**src/rtl/bsr_pkg.sv**
```systemverilog
package bsr_pkg;
  typedef enum logic {DIR_UP = 1'b0, DIR_DOWN = 1'b1} dir_e;

  function automatic logic len_bad(input int len, input int width);
    return (len < 1) || (len > width);
  endfunction
endpackage

```
**src/rtl/bsr_edge.sv**
```systemverilog
module bsr_edge (
  input  logic clk_i,
  input  logic rst_ni,
  input  logic level_i,
  output logic rise_o
);
  logic prev_q;

  // reset to 1: a level already high at release is not an edge
  always_ff @(posedge clk_i or negedge rst_ni) begin
    if (!rst_ni) prev_q <= 1'b1;
    else         prev_q <= level_i;
  end

  assign rise_o = level_i & ~prev_q;
endmodule

```
**src/rtl/bsr_stages.sv**
```systemverilog
module bsr_stages #(
  parameter int unsigned WIDTH = 8,
  localparam int unsigned IDX_W = $clog2(WIDTH + 1)
) (
  input  logic             clk_i,
  input  logic             rst_ni,
  input  logic             clear_i,
  input  logic             shift_i,
  input  logic             load_i,
  input  bsr_pkg::dir_e    dir_i,
  input  logic             din_i,
  input  logic [IDX_W-1:0] len_i,
  output logic [WIDTH-1:0] q_o,
  output logic             out_bit_o
);
  logic [IDX_W-1:0] last_idx;
  assign last_idx = len_i - IDX_W'(1);

  for (genvar i = 0; i < WIDTH; i++) begin : g_stage
    localparam logic [IDX_W-1:0] IDX = IDX_W'(i);
    logic stage_q, up_src, dn_src, active, is_entry;

    if (i == 0) begin : g_first
      assign up_src = din_i;
    end else begin : g_mid
      assign up_src = q_o[i-1];
    end

    if (i == WIDTH - 1) begin : g_top
      assign dn_src = din_i;
    end else begin : g_low
      assign dn_src = (IDX == last_idx) ? din_i : q_o[i+1];
    end

    assign active   = IDX < len_i;
    assign is_entry = (dir_i == bsr_pkg::DIR_UP) ? (i == 0) : (IDX == last_idx);

    always_ff @(posedge clk_i or negedge rst_ni) begin
      if (!rst_ni)                  stage_q <= 1'b0;
      else if (clear_i)             stage_q <= 1'b0;
      else if (shift_i && active)   stage_q <= (dir_i == bsr_pkg::DIR_UP) ? up_src : dn_src;
      else if (load_i && is_entry)  stage_q <= din_i;
    end

    assign q_o[i] = stage_q;
  end

  always_comb begin
    out_bit_o = 1'b0;
    if (dir_i == bsr_pkg::DIR_DOWN) begin
      out_bit_o = q_o[0];
    end else begin
      for (int k = 0; k < WIDTH; k++)
        if (IDX_W'(k) == last_idx) out_bit_o = q_o[k];
    end
  end
endmodule

```
**src/rtl/bsr_status.sv**
```systemverilog
module bsr_status (
  input  logic clk_i,
  input  logic rst_ni,
  input  logic clear_i,
  input  logic enable_i,
  input  logic shift_done_i,
  input  logic out_bit_i,
  input  logic len_bad_i,
  output logic en_o,
  output logic dn_o,
  output logic err_o,
  output logic unl_o
);
  always_ff @(posedge clk_i or negedge rst_ni) begin
    if (!rst_ni) begin
      en_o  <= 1'b0;
      dn_o  <= 1'b0;
      err_o <= 1'b0;
      unl_o <= 1'b0;
    end else begin
      en_o  <= enable_i;
      err_o <= len_bad_i;
      dn_o  <= shift_done_i & ~clear_i;
      if (clear_i)           unl_o <= 1'b0;
      else if (shift_done_i) unl_o <= out_bit_i;
    end
  end
endmodule

```
**src/rtl/bit_shift_reg.sv**
```systemverilog
module bit_shift_reg #(
  parameter int unsigned WIDTH = 8,
  parameter int unsigned LEN_W = $clog2(WIDTH + 1) + 1
) (
  input  logic                    clk_i,
  input  logic                    rst_ni,
  input  logic                    enable_i,
  input  logic                    clear_i,
  input  logic                    shift_i,
  input  logic                    load_i,
  input  logic                    data_i,
  input  logic                    dir_i,
  input  logic signed [LEN_W-1:0] len_i,
  output logic [WIDTH-1:0]        q_o,
  output logic                    unl_o,
  output logic                    en_o,
  output logic                    dn_o,
  output logic                    err_o
);
  localparam int unsigned IDX_W = $clog2(WIDTH + 1);

  logic             shift_rise, bad_len, shift_go, load_go, out_bit;
  logic [IDX_W-1:0] len_u;
  bsr_pkg::dir_e    dir;

  assign dir      = bsr_pkg::dir_e'(dir_i);
  assign bad_len  = bsr_pkg::len_bad(int'(len_i), int'(WIDTH));
  assign len_u    = len_i[IDX_W-1:0];
  assign shift_go = shift_rise & enable_i & ~clear_i & ~bad_len;
  assign load_go  = load_i & enable_i & ~clear_i & ~bad_len & ~shift_go;

  bsr_edge u_edge (
    .clk_i   (clk_i),
    .rst_ni  (rst_ni),
    .level_i (shift_i),
    .rise_o  (shift_rise)
  );

  bsr_stages #(.WIDTH(WIDTH)) u_stages (
    .clk_i     (clk_i),
    .rst_ni    (rst_ni),
    .clear_i   (clear_i),
    .shift_i   (shift_go),
    .load_i    (load_go),
    .dir_i     (dir),
    .din_i     (data_i),
    .len_i     (len_u),
    .q_o       (q_o),
    .out_bit_o (out_bit)
  );

  bsr_status u_status (
    .clk_i        (clk_i),
    .rst_ni       (rst_ni),
    .clear_i      (clear_i),
    .enable_i     (enable_i),
    .shift_done_i (shift_go),
    .out_bit_i    (out_bit),
    .len_bad_i    (bad_len),
    .en_o         (en_o),
    .dn_o         (dn_o),
    .err_o        (err_o),
    .unl_o        (unl_o)
  );
endmodule

```
**config.mk**
```make
export PLATFORM = sky130hd
export DESIGN_NAME = bit_shift_reg
export DESIGN_NICKNAME = d
export VERILOG_FILES = /design/src/rtl/bsr_pkg.sv /design/src/rtl/bsr_edge.sv /design/src/rtl/bsr_stages.sv /design/src/rtl/bsr_status.sv /design/src/rtl/bit_shift_reg.sv
export SDC_FILE = /design/constraint.sdc
export NUM_CORES = 1
export LEC_CHECK = 0
export BUFFER_PORTS_ARGS = -buffer_cell sky130_fd_sc_hd__buf_4
export CAP_MARGIN = 10
export CELL_PAD_IN_SITES_DETAIL_PLACEMENT = 2
export CELL_PAD_IN_SITES_GLOBAL_PLACEMENT = 2
export CORE_UTILIZATION = 34
export CTS_CLUSTER_SIZE = 40
export DETAILED_ROUTE_END_ITERATION = 8
export PLACE_DENSITY = 0.88
export SETUP_SLACK_MARGIN = 0.15
export SLEW_MARGIN = 0
export SYNTH_ARGS = -nofsm -noshare
export SYNTH_HDL_FRONTEND = slang
export SYNTH_SLANG_ARGS = --single-unit
```
**constraint.sdc**
```tcl
create_clock -name clk_i -period 2.75 [get_ports clk_i]
set_input_delay 0 -clock clk_i [delete_from_list [all_inputs] [get_ports clk_i]]
set_output_delay 0 -clock clk_i [all_outputs]
set_load 0.01 [all_outputs]
```
==> results_dict.tcl <==
set metrics [dict create \
    outcome "complete, no violations" \
    synth_area_sq_um 1220 \
    relSlewSlack 0.696 \
    drtIter0Drc 33 \
    ys_seq_area_frac 0.269 \
    synth_edf_count 0 \
    holdCritPathClass "in -> reg" \
    fin_crit_sh 0.742 \
    synth_common_cells "a21oi_1 (13), dfrtp_1 (12), nor2_1 (11)" \
    via_count 1310 \
    syn-num-nets 165 \
    cts_root_buf "clkbuf_4" \
    yosys.area.top_type "dfrtp_1" \
    synthCells 152 \
    min_period_ps 2040 \
    placed_area_sq_um 1360 \
    crit_path_end_kind "flip-flop" \
    power.internal_uw 296 \
    crit_required_ps 2930 \
    swShare 0.342 \
    reg2reg_depth 6 \
    io_buffers 24 \
    synth_seq_cells 13 \
    netlist.area_leader.share 0.247 \
    grt_pass1_vias 1337 \
    critPathLaunchType "input port" \
    cts.sinks 13 \
    multi_input_area_sq_um 742 \
    cts_made_buffers 3 \
    io_pins 25 \
    antenna_found_initial 0 \
    p_clk_frac 0.288 \
    path_class "in -> reg" \
    fmaxAchievable_mhz 490 \
    viasPerCell 6.18 \
    dr.pass1.iters 4 \
    ys.flop_type "dfrtp_1" \
    cts.repair.resized 0 \
    p_leak_uw 0.000570 \
    synthDistinctLibCells 51 \
    power_density_nw_per_um2 317 \
    ant_nets 0 \
    slew_viol_final 0 \
    arrival_ps 2220 \
    r2r-start "u_edge.prev_q$_DFF_PN1_" \
    area.growth.synth_to_final_pct 16.9 \
    diodes 0 \
    yosys.cell_count.top_type "a21oi_1" \
    worstPathMaxFanout 11 \
    ir_drop_v 0.000120 \
    syn_avg_cell_area_sq_um 8.00 \
    layout-drive-gt1-share 0.229 \
    rsz0062_at_grt "false" \
    comb_power_share 0.269 \
    clock_latency_ps 280 \
    cts_tree "done" \
    nFillCells 383 \
    drv_cap 0 \
    nets 180 \
    timing.setup.tns_ps 0 \
    rows 21 \
    track_usage 0.259 \
    drc 0 \
    die_x_um 61.8 \
    worstReg2RegEnd "u_stages.g_stage[0].stage_q$_DFFE_PN0P_" \
    r2r_setup_slack_ps 820 \
    ys_warn_count 0 \
    dp_hpwl_um 3370 \
    grt_max_degree 24 \
    skew_ps 8.25 \
    hold_viol 0 \
    switching_power_uw 154 \
    startpoint "clear_i" \
    place.gp.congestion 0.912 \
    yosys-top-cells-area "dfrtp_1 (25%), a21oi_1 (5.3%), mux2i_1 (4.9%)" \
    start_util 0.359 \
    hold_slack_ps 55.1 \
    clock_path_buffers 2 \
    die_height_um 61.8 \
    grt_pass1_wl_um 7070 \
    seq_area_sq_um 327 \
    grt-ovfl-total 0 \
    final_cell_area_sq_um 1420 \
    path_clk_slew_ps 100 \
    worstMarginPinSlew_ps 452 \
    dieArea_sq_um 3820 \
    wl_per_cell_um 21.7 \
    async_reset_ff_frac 1.00 \
    crit_end "u_stages.g_stage[0].stage_q$_DFFE_PN0P_" \
    setup_viol 0 \
    layoutNonFillerInstCount 212 \
    routed_wl_um 4600 \
    core_area_sq_um 3390 \
    dpl.cell_count 204 \
    htreeDepth 1 \
    seqPwrFrac 0.443 \
]
[worst max-delay path, cell delays in order]
cell and delay [ps]:
dlygate4sd3_1 530, buf_4 190, nand4bb_1 360, nor4_2 290, buf_4 210, nand3_1 90
mux2_1 350, o21a_1 190
[metrics by stage]
step                 util  setup WS [ps]  power (uW)
floorplan               -           1160         271
global route        0.419            624         477
CTS                 0.419            740         453
finish              0.419            711         450
global placement    0.400           1020         311
detailed placement  0.400            839         317
[worst min-delay path by stage]
stage,cells past startpoint,to,from
floorplan,0,u_stages.g_stage[0].stage_q$_DFFE_PN0P_,rst_ni
global placement,1,u_stages.g_stage[6].stage_q$_DFFE_PN0P_,rst_ni
detailed placement,1,u_stages.g_stage[7].stage_q$_DFFE_PN0P_,rst_ni
CTS,3,u_status.err_o$_DFF_PN0_,len_i[4]
global route,3,u_status.err_o$_DFF_PN0_,len_i[4]
finish,3,u_status.err_o$_DFF_PN0_,len_i[4]
[kinds of logic (layout without fill, tap and decap cells)]
logic type             Yosys count  in the layout  synth area share
multiplexers                     7              7            0.0586
AO/OA/AOI/OAI                   52             52             0.289
buffers and inverters           29             43             0.121
AND/OR/NAND/NOR                 51             51             0.262
flip-flops                      13             13             0.269
[cell type report]
class,instances,share of cell area
Sequential cell,13,0.230
Inverter,9,0.0238
Multi-Input combinational cell,110,0.522
Tap cell,46,0.0405
Timing Repair Buffer,30,0.165
Clock buffer,4,0.0185
[repair_timing]
item                      in CTS  in global routing
hold buffers                   4                  0
hold endpoints to repair      18                  0
buffers inserted               0                  0
[routing by layer]
metal  GRT usage  wire length, um  up-vias
met5           0                0        -
met3      0.0455              145        6
met1       0.332             2020      679
met2       0.439             2370       34
li1            -                -      591
met4      0.0825               61        0
[layout by cell type (no fill, tap or decap), types with 2 or more instances in the layout]
cell type / count
buf_4: 26
a21oi_1: 13
nand4_1: 2
nand3_1: 3
a31oi_1: 4
inv_2: 2
clkbuf_4: 3
a311oi_1: 2
dlygate4sd3_1: 4
inv_1: 7
nand4b_1: 2
nor4b_1: 2
a21boi_1: 2
nor2_1: 11
nand2_1: 10
and2_1: 2
nor4_2: 2
a211oi_1: 3
a211o_1: 3
nor3_1: 3
o21ai_0: 7
nand2b_1: 2
nand4bb_1: 2
dfrtp_1: 12
o31a_1: 2
o21ai_1: 3
nor2b_1: 2
mux2i_1: 6
[flip-flops by register name, summed over array words and instances (netlist names)]
name                      cells
u_edge.prev_q                 1
u_stages.g_stage.stage_q      8
u_status.dn_o                 1
u_status.en_o                 1
u_status.err_o                1
u_status.unl_o                1
[power by group through the flow]
stage          Clock (uW)  Sequential, uW  Combinational [uW]
2_1_floorplan           0             203                67.5
3_3_place_gp            0             203                 108
3_5_place_dp            0             203                 114
4_1_cts               133             199                 120
5_1_grt               147             200                 130
6_report              130             200                 121
Power figures use the tool's default switching activity.
